==> config.mk <==
export PLATFORM = sky130hd
export DESIGN_NAME = i2c_scl_timing
export DESIGN_NICKNAME = d
export VERILOG_FILES = /design/src/rtl/i2c_tmg_pkg.sv /design/src/rtl/i2c_tmg_calc.sv /design/src/rtl/i2c_tmg_bank.sv /design/src/rtl/i2c_tmg_prescale.sv /design/src/rtl/i2c_tmg_seq.sv /design/src/rtl/i2c_scl_timing.sv
export SDC_FILE = /design/constraint.sdc
export NUM_CORES = 1
export LEC_CHECK = 0
export BUFFER_PORTS_ARGS = -buffer_cell sky130_fd_sc_hd__buf_2
export CELL_PAD_IN_SITES_DETAIL_PLACEMENT = 0
export CELL_PAD_IN_SITES_GLOBAL_PLACEMENT = 1
export CORE_ASPECT_RATIO = 1.1
export CORE_MARGIN = 4
export CORE_UTILIZATION = 34
export CTS_BUF_LIST = sky130_fd_sc_hd__clkbuf_8
export DETAILED_ROUTE_END_ITERATION = 8
export PLACE_DENSITY_LB_ADDON = 0.1
export SLEW_MARGIN = 20
export SYNTH_ARGS = -nofsm -noshare
export SYNTH_HDL_FRONTEND = slang
export SYNTH_SLANG_ARGS = --single-unit
export TNS_END_PERCENT = 1
==> constraint.sdc <==
create_clock -name clk -period 3.6 [get_ports clk]
set_input_delay 0.54 -clock clk [delete_from_list [all_inputs] [get_ports clk]]
set_output_delay 0.54 -clock clk [all_outputs]
set_load 0.1 [all_outputs]
==> src/rtl/i2c_tmg_pkg.sv <==
package i2c_tmg_pkg;

    localparam int FLD_W  = 8;
    localparam int WORD_W = 32;

    typedef enum logic [2:0] {
        PH_IDLE = 3'd0,
        PH_SSU  = 3'd1,
        PH_SHD  = 3'd2,
        PH_LOW  = 3'd3,
        PH_HIGH = 3'd4,
        PH_STOP = 3'd5,
        PH_REL  = 3'd6
    } phase_t;

    typedef struct packed {
        logic [FLD_W-1:0] su_sta;
        logic [FLD_W-1:0] hd_sta;
        logic [FLD_W-1:0] su_sto;
        logic [FLD_W-1:0] dsu;
        logic [FLD_W-1:0] low;
        logic [FLD_W-1:0] high;
        logic [FLD_W-1:0] pre;
        logic [FLD_W-1:0] rel;
    } tset_t;

    function automatic logic [FLD_W-1:0] max1(input logic [FLD_W-1:0] v);
        return (v == '0) ? FLD_W'(1) : v;
    endfunction

    function automatic logic [WORD_W-1:0] pack_w1(input tset_t s);
        return {s.su_sta, s.hd_sta, s.su_sto, 8'h00};
    endfunction

    function automatic logic [WORD_W-1:0] pack_w2(input tset_t s);
        return {s.dsu, 8'h00, s.low, s.high};
    endfunction

    function automatic logic [WORD_W-1:0] pack_w3(input tset_t s);
        return {8'h00, s.pre, 8'h00, s.rel};
    endfunction

endpackage

==> src/rtl/i2c_tmg_calc.sv <==
module i2c_tmg_calc
    import i2c_tmg_pkg::*;
#(
    parameter int CYC_W = 8,
    parameter int PRE_W = 8
) (
    input  logic [CYC_W-1:0] cycle_i,
    input  logic [PRE_W-1:0] pre_i,
    output tset_t            set_o,
    output logic [FLD_W-1:0] hold_o
);

    localparam int HALF_W = (CYC_W > 1) ? CYC_W - 1 : 1;

    logic [HALF_W-1:0] half;
    logic [FLD_W-1:0]  low_f;
    logic [FLD_W-1:0]  quarter_f;

    always_comb begin
        half      = HALF_W'(cycle_i >> 1);
        low_f     = FLD_W'(half);
        quarter_f = low_f >> 1;

        set_o.su_sta = low_f;
        set_o.hd_sta = low_f;
        set_o.su_sto = low_f;
        set_o.low    = low_f;
        set_o.high   = low_f;
        set_o.dsu    = quarter_f;
        set_o.rel    = FLD_W'(cycle_i);
        set_o.pre    = FLD_W'(pre_i);
        hold_o       = quarter_f;
    end

endmodule

==> src/rtl/i2c_tmg_bank.sv <==
module i2c_tmg_bank
    import i2c_tmg_pkg::*;
#(
    parameter int NSETS = 2
) (
    input  logic             clk,
    input  logic             rst_n,
    input  logic             load_i,
    input  logic             sel_hs_i,
    input  tset_t            calc_i,
    input  logic [FLD_W-1:0] calc_hold_i,
    output tset_t            fs_o,
    output tset_t            hs_o,
    output tset_t            act_o,
    output logic [FLD_W-1:0] hold_o
);

    localparam int SEL_W = (NSETS > 1) ? $clog2(NSETS) : 1;

    tset_t sets [NSETS];
    logic [FLD_W-1:0] hold_d, hold_q;

    for (genvar gi = 0; gi < NSETS; gi++) begin : g_set
        tset_t set_d, set_q;

        always_comb begin
            set_d = set_q;
            if (load_i && (SEL_W'(sel_hs_i) == SEL_W'(gi)))
                set_d = calc_i;
        end

        always_ff @(posedge clk or negedge rst_n) begin
            if (!rst_n) set_q <= '0;
            else        set_q <= set_d;
        end

        assign sets[gi] = set_q;
    end

    always_comb begin
        hold_d = load_i ? calc_hold_i : hold_q;
    end

    always_ff @(posedge clk or negedge rst_n) begin
        if (!rst_n) hold_q <= '0;
        else        hold_q <= hold_d;
    end

    assign fs_o   = sets[0];
    assign hs_o   = sets[NSETS-1];
    assign act_o  = sel_hs_i ? hs_o : fs_o;
    assign hold_o = hold_q;


    fs_keep_chk: assert property (@(posedge clk) disable iff (!rst_n)
        (load_i && sel_hs_i) |=> $stable(fs_o));


    hs_keep_chk: assert property (@(posedge clk) disable iff (!rst_n)
        (load_i && !sel_hs_i) |=> $stable(hs_o));

endmodule

==> src/rtl/i2c_tmg_prescale.sv <==
module i2c_tmg_prescale
    import i2c_tmg_pkg::*;
(
    input  logic             clk,
    input  logic             rst_n,
    input  logic [FLD_W-1:0] pre_i,
    output logic             unit_o
);

    logic [FLD_W-1:0] pcnt_d, pcnt_q;

    always_comb begin
        unit_o = (pcnt_q >= pre_i);
        pcnt_d = unit_o ? '0 : pcnt_q + FLD_W'(1);
    end

    always_ff @(posedge clk or negedge rst_n) begin
        if (!rst_n) pcnt_q <= '0;
        else        pcnt_q <= pcnt_d;
    end


    unit_gap_chk: assert property (@(posedge clk) disable iff (!rst_n)
        (unit_o && pre_i != '0 && $stable(pre_i)) |=> !unit_o);

endmodule

==> src/rtl/i2c_tmg_seq.sv <==
module i2c_tmg_seq
    import i2c_tmg_pkg::*;
(
    input  logic             clk,
    input  logic             rst_n,
    input  logic             unit_i,
    input  logic             run_i,
    input  logic             stop_req_i,
    input  logic             rs_req_i,
    input  tset_t            act_i,
    input  logic [FLD_W-1:0] hold_i,
    output logic             scl_o,
    output logic             t_ssu_o,
    output logic             t_shd_o,
    output logic             t_dsu_o,
    output logic             t_dhd_o,
    output logic             t_rise_o,
    output logic             t_fall_o,
    output logic             t_stop_o,
    output logic             t_rel_o
);

    typedef struct packed {
        phase_t           ph;
        logic [FLD_W-1:0] cnt;
    } seq_t;

    seq_t cur_d, cur_q;
    phase_t nxt_ph;
    logic [FLD_W-1:0] len_nxt;
    logic [FLD_W-1:0] len_low;
    logic last;

    function automatic logic [FLD_W-1:0] len_of(input phase_t p, input tset_t s);
        case (p)
            PH_SSU:  return max1(s.su_sta);
            PH_SHD:  return max1(s.hd_sta);
            PH_LOW:  return max1(s.low);
            PH_HIGH: return max1(s.high);
            PH_STOP: return max1(s.su_sto);
            PH_REL:  return max1(s.rel);
            default: return '0;
        endcase
    endfunction

    always_comb begin
        case (cur_q.ph)
            PH_SSU:  nxt_ph = PH_SHD;
            PH_SHD:  nxt_ph = PH_LOW;
            PH_LOW:  nxt_ph = stop_req_i ? PH_STOP : (rs_req_i ? PH_REL : PH_HIGH);
            PH_HIGH: nxt_ph = PH_LOW;
            PH_STOP: nxt_ph = PH_IDLE;
            PH_REL:  nxt_ph = PH_SSU;
            default: nxt_ph = PH_SSU;
        endcase
        len_nxt = len_of(nxt_ph, act_i);
        len_low = max1(act_i.low);
        last    = unit_i && (cur_q.ph != PH_IDLE) && (cur_q.cnt <= FLD_W'(1));

        cur_d = cur_q;
        if (unit_i) begin
            if (cur_q.ph == PH_IDLE) begin
                if (run_i) begin
                    cur_d.ph  = PH_SSU;
                    cur_d.cnt = len_of(PH_SSU, act_i);
                end
            end else if (last) begin
                cur_d.ph  = nxt_ph;
                cur_d.cnt = len_nxt;
            end else begin
                cur_d.cnt = cur_q.cnt - FLD_W'(1);
            end
        end

        scl_o    = (cur_q.ph != PH_LOW);
        t_ssu_o  = last && (cur_q.ph == PH_SSU);
        t_shd_o  = last && (cur_q.ph == PH_SHD);
        t_rise_o = last && (cur_q.ph == PH_LOW);
        t_fall_o = last && ((cur_q.ph == PH_SHD) || (cur_q.ph == PH_HIGH));
        t_stop_o = last && (cur_q.ph == PH_STOP);
        t_rel_o  = last && (cur_q.ph == PH_REL);
        t_dsu_o  = unit_i && (cur_q.ph == PH_LOW) &&
                   ({1'b0, cur_q.cnt} == ({1'b0, act_i.dsu} + 9'd1));
        t_dhd_o  = unit_i && (cur_q.ph == PH_LOW) &&
                   (({1'b0, len_low} - {1'b0, cur_q.cnt}) == {1'b0, hold_i});
    end

    always_ff @(posedge clk or negedge rst_n) begin
        if (!rst_n) cur_q <= '{ph: PH_IDLE, cnt: '0};
        else        cur_q <= cur_d;
    end


    scl_rise_chk: assert property (@(posedge clk) disable iff (!rst_n)
        t_rise_o |=> scl_o);


    scl_fall_chk: assert property (@(posedge clk) disable iff (!rst_n)
        t_fall_o |=> !scl_o);


    stop_idle_chk: assert property (@(posedge clk) disable iff (!rst_n)
        t_stop_o |=> (cur_q.ph == PH_IDLE));


    cnt_live_chk: assert property (@(posedge clk) disable iff (!rst_n)
        (cur_q.ph != PH_IDLE) |-> (cur_q.cnt != '0));


    tick_excl_chk: assert property (@(posedge clk) disable iff (!rst_n)
        $onehot0({t_ssu_o, t_rise_o, t_fall_o, t_stop_o, t_rel_o}));

endmodule

==> src/rtl/i2c_scl_timing.sv <==
module i2c_scl_timing
    import i2c_tmg_pkg::*;
#(
    parameter int CYC_W = 8,
    parameter int PRE_W = 8
) (
    input  logic              clk,
    input  logic              rst_n,
    input  logic              cfg_load,
    input  logic              hs_mode,
    input  logic [PRE_W-1:0]  cfg_prescale,
    input  logic [CYC_W-1:0]  cfg_cycle,
    input  logic              run,
    input  logic              stop_req,
    input  logic              rs_req,
    output logic              scl_o,
    output logic              tick_start_su,
    output logic              tick_start_hd,
    output logic              tick_data_su,
    output logic              tick_data_hd,
    output logic              tick_scl_rise,
    output logic              tick_scl_fall,
    output logic              tick_stop_su,
    output logic              tick_release,
    output logic [31:0]       fs_word1,
    output logic [31:0]       fs_word2,
    output logic [31:0]       fs_word3,
    output logic [31:0]       hs_word1,
    output logic [31:0]       hs_word2,
    output logic [31:0]       hs_word3,
    output logic [31:0]       hold_word
);

    tset_t            calc_set, fs_set, hs_set, act_set;
    logic [FLD_W-1:0] calc_hold, hold_f;
    logic             unit;

    i2c_tmg_calc #(.CYC_W(CYC_W), .PRE_W(PRE_W)) u_calc (
        .cycle_i (cfg_cycle),
        .pre_i   (cfg_prescale),
        .set_o   (calc_set),
        .hold_o  (calc_hold)
    );

    i2c_tmg_bank #(.NSETS(2)) u_bank (
        .clk         (clk),
        .rst_n       (rst_n),
        .load_i      (cfg_load),
        .sel_hs_i    (hs_mode),
        .calc_i      (calc_set),
        .calc_hold_i (calc_hold),
        .fs_o        (fs_set),
        .hs_o        (hs_set),
        .act_o       (act_set),
        .hold_o      (hold_f)
    );

    i2c_tmg_prescale u_pre (
        .clk    (clk),
        .rst_n  (rst_n),
        .pre_i  (act_set.pre),
        .unit_o (unit)
    );

    i2c_tmg_seq u_seq (
        .clk        (clk),
        .rst_n      (rst_n),
        .unit_i     (unit),
        .run_i      (run),
        .stop_req_i (stop_req),
        .rs_req_i   (rs_req),
        .act_i      (act_set),
        .hold_i     (hold_f),
        .scl_o      (scl_o),
        .t_ssu_o    (tick_start_su),
        .t_shd_o    (tick_start_hd),
        .t_dsu_o    (tick_data_su),
        .t_dhd_o    (tick_data_hd),
        .t_rise_o   (tick_scl_rise),
        .t_fall_o   (tick_scl_fall),
        .t_stop_o   (tick_stop_su),
        .t_rel_o    (tick_release)
    );

    assign fs_word1  = pack_w1(fs_set);
    assign fs_word2  = pack_w2(fs_set);
    assign fs_word3  = pack_w3(fs_set);
    assign hs_word1  = pack_w1(hs_set);
    assign hs_word2  = pack_w2(hs_set);
    assign hs_word3  = pack_w3(hs_set);
    assign hold_word = {24'h0, hold_f};

endmodule

==> flow_metrics.py, run 1 <==
metrics = {
    "status": {
        "outcome": "finished, final reports clean",
    },
    "grt": {
        "first_global_vias": 3725,
        "grt_max_degree": 37,
        "overflow": 0,
        "track_usage_pct": 15.3,
        "grt_pass1_wl_um": 21000,
        "antenna_found_initial": 0,
    },
    "synth": {
        "async_reset_ff_share_pct": 100,
        "ys_top_cells_by_count": "buf_4 (187), dfrtp_1 (57), mux2_2 (43)",
        "yosys-top-cells-area": "dfrtp_1 (27%), buf_4 (27%), mux2_2 (9.3%), ha_1 (4.8%), xnor2_1 (3.2%)",
        "syn_area_um2": 5210,
        "post_synth_inst_count": 574,
        "yosysTopAreaCell": "dfrtp_1",
        "synth_cell_type_count": 61,
        "synth_warnings": 0,
        "netlist.area_leader.share_pct": 27.4,
        "syn_area_per_cell_um2": 9.08,
        "ys_seq_area_share_pct": 27.4,
        "synth_edf_count": 0,
        "synthFlopType": "dfrtp_1",
        "yosysMostFrequentCell": "buf_4",
        "synth_seq_cells": 57,
    },
    "worst_setup_path": {
        "arrival_ns": 2.97,
        "crit_required_ns": 3.06,
        "critPathMaxFanout": 2,
        "r2r-start": "u_bank.fs_o[8]$_DFFE_PN0P_",
        "startpoint_type": "flop",
        "endpoint_kind": "output pin",
        "critPathKind": "reg -> out",
        "crit_start": "u_bank.fs_o[4]$_DFFE_PN0P_",
    },
    "cells_and_area": {
        "drive_above_1_share_pct": 42.6,
        "fill_cells": 1578,
        "area_growth_pct": 13.7,
        "nNetsFinal": 713,
        "num_antenna_cells": 0,
        "finalNonFillerCells": 870,
        "finish.utilization_pct": 39.3,
        "multiInputGateArea_um2": 2780,
        "seq_area_um2": 1440,
    },
    "pwr": {
        "p_leak_uw": 0.00287,
        "ir_drop_uv": 402,
        "powerDensity_nw_per_um2": 864,
        "fin_total_pwr_uw": 5120,
    },
    "routing": {
        "dr.pass1.iters": 5,
        "ant_nets": 0,
        "via_per_inst": 4.48,
        "drt-initial-drc-count": 212,
        "vias": 3896,
        "wire_per_inst_um": 15.7,
        "drcViolationCount": 0,
        "routed_wl_um": 13600,
    },
    "die": {
        "core_area_um2": 15100,
        "ios": 256,
        "die-area_um2": 17400,
        "die_w_um": 126,
        "initial_utilization_pct": 34.6,
        "row_count": 47,
        "die_y_um": 138,
    },
    "timing": {
        "rsz0062_at_grt": "yes",
        "clock_skew_ns": 0.0170,
        "drv_slew": 0,
        "finalSetupTns_ns": 0,
        "relSlewSlack_pct": 40.6,
        "fmax_mhz": 285,
        "final_hold_viol_count": 0,
        "final.period_utilization_pct": 97.6,
        "finalSetupViolCount": 0,
        "holdWs_ns": 0.302,
        "layout_min_cycle_time_ns": 3.51,
        "worst_pin_slew_ns": 0.890,
    },
    "clock_network": {
        "clkSinkCount": 57,
        "cts.hold.buffers_added": 0,
        "htreeDepth": 3,
        "cts_buffers": 9,
        "clockBufferDepth": 2,
        "cts_tree": "yes",
        "root_buffer": "clkbuf_8",
        "clk_latency_ns": 0.36,
        "cts.clk_slew.worst_paths_ns": 0.08,
    },
    "run": {
        "max_cap_violations": 0,
    },
    "min_path": {
        "min_path_type": "in -> async",
    },
    "placement": {
        "io_buffers": 151,
        "dpl.hpwl_um": 10900,
        "dp_cells": 846,
        "place_congestion": 0.830,
    },
}
==> worst max-delay path, stage by stage (launching register included) <==
cell and delay (ns):
dfrtp_2 0.41, nor3_2 0.17, nand2_2 0.10, o311ai_4 0.23, inv_1 0.08, ha_2 0.19
fa_2 0.34, inv_2 0.07, a21o_1 0.13, a311o_1 0.18, a21oi_2 0.07, mux2i_1 0.14
nor4_4 0.27, buf_12 0.21
==> timing repair <==
item | 4_1_cts | 5_1_grt
pin swaps | 5 | 6
resized for setup | 7 | 16
buffers inserted | 1 | 7
endpoints found under the setup margin | 1 | 3
==> cells by family after synthesis <==
kind of cell    after synthesis  share of synthesized area (%)
flops                        57                           27.4
buf+inv                     225                           29.9
compound gates               71                           9.32
xor+xnor                     26                           4.37
other cells                   1                         0.0720
fa+ha+maj                    21                           5.19
mux                          58                           12.4
simple gates                115                           11.4
==> area by class of cell <==
type                            instances  share of cell area (%)
Multi-Input combinational cell        395                    47.0
Sequential cell                        57                    24.3
Timing Repair Buffer                  187                    19.6
Tap cell                              196                    4.14
Clock buffer                           10                    2.32
Clock inverter                          6                    1.42
Inverter                               19                    1.20
==> sequential cells by signal, indices dropped and copies added, names as in the netlist <==
register	count
u_pre.pcnt_q	8
u_bank.fs_o	16
u_seq.cur_q	11
u_bank.hold_o	6
u_bank.hs_o	16
==> cells in the final DEF, fill, tap and decap left out, drive strengths merged, types with 5 or more instances in the layout <==
cell type	n
nor3	10
xor2	7
nand2b	5
inv	20
buf	186
nor2	35
conb	104
dfrtp	57
mux2	43
o21ai	15
ha	20
xnor2	19
clkbuf	11
nand3	10
nor2b	5
or3	6
nand2	20
mux2i	15
a21oi	15
==> stage by stage <==
step | setup WS, ns | cell area, µm²
6_report | 0.0876 | 5920
5_1_grt | -0.0339 | 5920
4_1_cts | -0.0934 | 5810
3_5_place_dp | -0.0954 | 5550
3_3_place_gp | -0.0451 | 5550
2_1_floorplan | -0.647 | 5710
==> metal layers <==
| layer | share of wire, % | vias to the layer above | GRT usage [%] |
|---|---|---|---|
| met5 | 0 | - | 0 |
| met3 | 6.3 | 14 | 3.22 |
| li1 | - | 1860 | - |
| met1 | 39 | 1871 | 17.9 |
| met2 | 53 | 151 | 28.6 |
| met4 | 1.0 | 0 | 3.58 |
==> worst paths after layout <==
kind,endpoint,slack (ns),cells after the start
max,tick_data_hd,0.09,13
min,u_seq.cur_q[2]$_DFFE_PN0P_,0.30,1
max reg2reg,u_seq.cur_q[0]$_DFFE_PN0P_,0.99,9
min reg2reg,u_pre.pcnt_q[0]$_DFF_PN0_,0.53,1
max in group asynchronous,u_bank.hs_o[6]$_DFFE_PN0P_,2.43,2
min in group clk,u_bank.hs_o[9]$_DFFE_PN0P_,0.43,2
==> power breakdown <==
group	internal [µW]	switching [µW]
Clock	405	287
Combinational	751	2680
Sequential	786	213
Total	1940	3180
Power figures use the tool's default switching activity.
==> run 2: changes to the inputs <==
--- a/config.mk
+++ b/config.mk
@@ -6,12 +6,14 @@
 export NUM_CORES = 1
 export LEC_CHECK = 0
 export BUFFER_PORTS_ARGS = -buffer_cell sky130_fd_sc_hd__buf_2
+export CAP_MARGIN = 20
 export CELL_PAD_IN_SITES_DETAIL_PLACEMENT = 0
 export CELL_PAD_IN_SITES_GLOBAL_PLACEMENT = 1
 export CORE_ASPECT_RATIO = 1.1
 export CORE_MARGIN = 4
 export CORE_UTILIZATION = 34
 export CTS_BUF_LIST = sky130_fd_sc_hd__clkbuf_8
+export CTS_CLUSTER_DIAMETER = 200
 export DETAILED_ROUTE_END_ITERATION = 8
 export PLACE_DENSITY_LB_ADDON = 0.1
 export SLEW_MARGIN = 20
==> constraint.sdc (replaced) <==
create_clock -name clk -period 3.7 [get_ports clk]
set_input_delay 0.555 -clock clk [delete_from_list [all_inputs] [get_ports clk]]
set_output_delay 0.555 -clock clk [all_outputs]
set_load 0.1 [all_outputs]
==> run 2 against run 1 <==
Die area unchanged; total power decreased by 6.1%; via count decreased by 0.85%; hold slack got worse by 0.017 ns; sequential share of layout area increased by 0.33 points; largest cell class unchanged.
==> flow_metrics.py, run 2 (synthesized netlist as in run 1, its figures left out) <==
metrics = {
    "grt": {
        "track_usage_pct": 15.2,
        "first_global_vias": 3715,
        "overflow": 0,
        "antenna_found_initial": 0,
        "grt_pass1_wl_um": 20900,
        "grt_max_degree": 35,
    },
    "die": {
        "core_area_um2": 15100,
        "die_y_um": 138,
        "row_count": 47,
        "ios": 256,
        "die_w_um": 126,
        "initial_utilization_pct": 34.6,
        "die-area_um2": 17400,
    },
    "worst_setup_path": {
        "cp_slowest_cell": "a311o_1",
        "path_cells": "clkbuf_4 -> buf_6 -> mux2i_4 -> o311ai_4 -> inv_1 -> ha_2 -> fa_2 -> inv_2 -> a21o_1 -> a311o_1 -> a21oi_2 -> mux2i_2 -> nor4_4 -> buf_12",
        "worst_path_largest_cell_delay_ns": 0.36,
        "critPathKind": "in -> out",
        "arrival_ns": 3.00,
        "crit_required_ns": 3.14,
        "endpoint_kind": "output pin",
        "critPathMaxFanout": 6,
        "startpoint_type": "primary input",
        "path_buf_inv": 5,
        "cp_top_family": "compound AO/OA/AOI/OAI gates",
        "rr_worst_depth": 9,
        "r2r_setup_slack_ns": 1.07,
        "timing.rr.end": "u_seq.cur_q[6]$_DFFE_PN0P_",
        "r2r-start": "u_bank.hs_o[8]$_DFFE_PN0P_",
    },
    "placement": {
        "dp_slack_ns": -0.0426,
        "io_buffers": 151,
        "place_congestion": 0.840,
        "dpl.hpwl_um": 10900,
    },
    "min_path": {
        "min_path_type": "in -> async",
    },
    "routing": {
        "via_per_inst": 4.45,
        "drcViolationCount": 0,
        "routed_wl_um": 13400,
        "dr.pass1.iters": 4,
        "drt-initial-drc-count": 161,
        "wire_per_inst_um": 15.5,
        "vias": 3863,
        "ant_nets": 0,
    },
    "timing": {
        "rsz0062_at_grt": "no",
        "final_hold_viol_count": 0,
        "worst_pin_slew_ns": 0.828,
        "clock_skew_ns": 0.0173,
        "fmax_mhz": 281,
        "fin_ws_ns": 0.147,
        "finalSetupViolCount": 0,
        "drv_slew": 0,
        "final.period_utilization_pct": 96.0,
        "finalSetupTns_ns": 0,
        "relSlewSlack_pct": 44.8,
        "layout_min_cycle_time_ns": 3.55,
    },
    "pwr": {
        "clock_power_share_pct": 10.7,
        "p_int_uw": 1720,
        "p_leak_uw": 0.00283,
        "fin_total_pwr_uw": 4800,
        "p_sw_share_pct": 64.2,
        "power_switching_uw": 3080,
        "power_frac_seq_pct": 20.3,
        "ir_drop_uv": 408,
        "powerDensity_nw_per_um2": 823,
        "p_comb_share_pct": 69.0,
    },
    "clock_network": {
        "cts.clk_slew.worst_paths_ns": 0.08,
        "clockBufferDepth": 2,
        "htreeDepth": 3,
        "cts.hold.buffers_added": 0,
        "clk_latency_ns": 0.36,
        "cts_buffers": 9,
        "clkSinkCount": 57,
        "root_buffer": "clkbuf_8",
        "cts_tree": "yes",
    },
    "cells_and_area": {
        "drive_above_1_share_pct": 42.1,
        "nNetsFinal": 711,
        "layout_common_cells": "buf_2 (142), conb_1 (104), dfrtp_1 (47), mux2_2 (43), buf_4 (33)",
        "num_antenna_cells": 0,
        "layout.cells.most_common": "buf_2",
        "fill_cells": 1603,
        "area_growth_pct": 12.0,
    },
    "run": {
        "max_cap_violations": 0,
    },
    "status": {
        "outcome": "finished, final reports clean",
    },
}
run 2: final cells by class:
class	instances	area, µm²	share of cell area (%)
clock buffers	9	124	2.12
clock inverters	7	40.0	0.686
inverters	19	71.3	1.22
multi-input cells	395	2780	47.6
flip-flops and latches	57	1440	24.6
well taps	196	245	4.20
repair buffers	185	1140	19.5
run 2: metrics by stage:
| step | std cells | util (%) | hold slack (ns) | area (µm²) |
|---|---|---|---|---|
| floorplan | 677 | - | 0.259 | 5710 |
| global placement | 843 | 36.7 | 0.519 | 5520 |
| detailed placement | 843 | 36.7 | 0.520 | 5520 |
| CTS | 864 | 38.3 | 0.317 | 5770 |
| global route | 868 | 38.8 | 0.371 | 5840 |
| finish | 868 | 38.8 | 0.285 | 5840 |
run 2: worst max path at each step:
stage,startpoint,endpoint,cells past startpoint
after global routing,hs_mode,tick_data_hd,12
after detailed placement,hs_mode,tick_data_hd,14
after global placement,hs_mode,tick_data_hd,14
final,hs_mode,tick_data_hd,14
after floorplan,hs_mode,tick_data_hd,11
after CTS,u_bank.fs_o[7]$_DFFE_PN0P_,tick_data_hd,13
run 2: timing repair:
action,CTS,global route
pin swaps,3,6
setup endpoints to repair,1,3
gates resized for setup,11,12
setup buffers,5,4
run 2: per-layer routing:
| layer | global-route usage [%] | part of all wire (%) | up-vias |
|---|---|---|---|
| met5 | 0 | 0 | - |
| met4 | 5.07 | 1.4 | 0 |
| met3 | 2.91 | 6.4 | 12 |
| met2 | 27.5 | 52 | 139 |
| met1 | 18.2 | 40 | 1850 |
| li1 | - | - | 1862 |
run 2: power groups by stage:
stage | registers (µW) | clock network [µW] | logic, µW
after detailed placement | 991 | 0 | 3260
after floorplan | 1350 | 0 | 2650
after global routing | 1010 | 555 | 3490
after global placement | 994 | 0 | 3250
after CTS | 978 | 531 | 3310
final | 975 | 512 | 3320
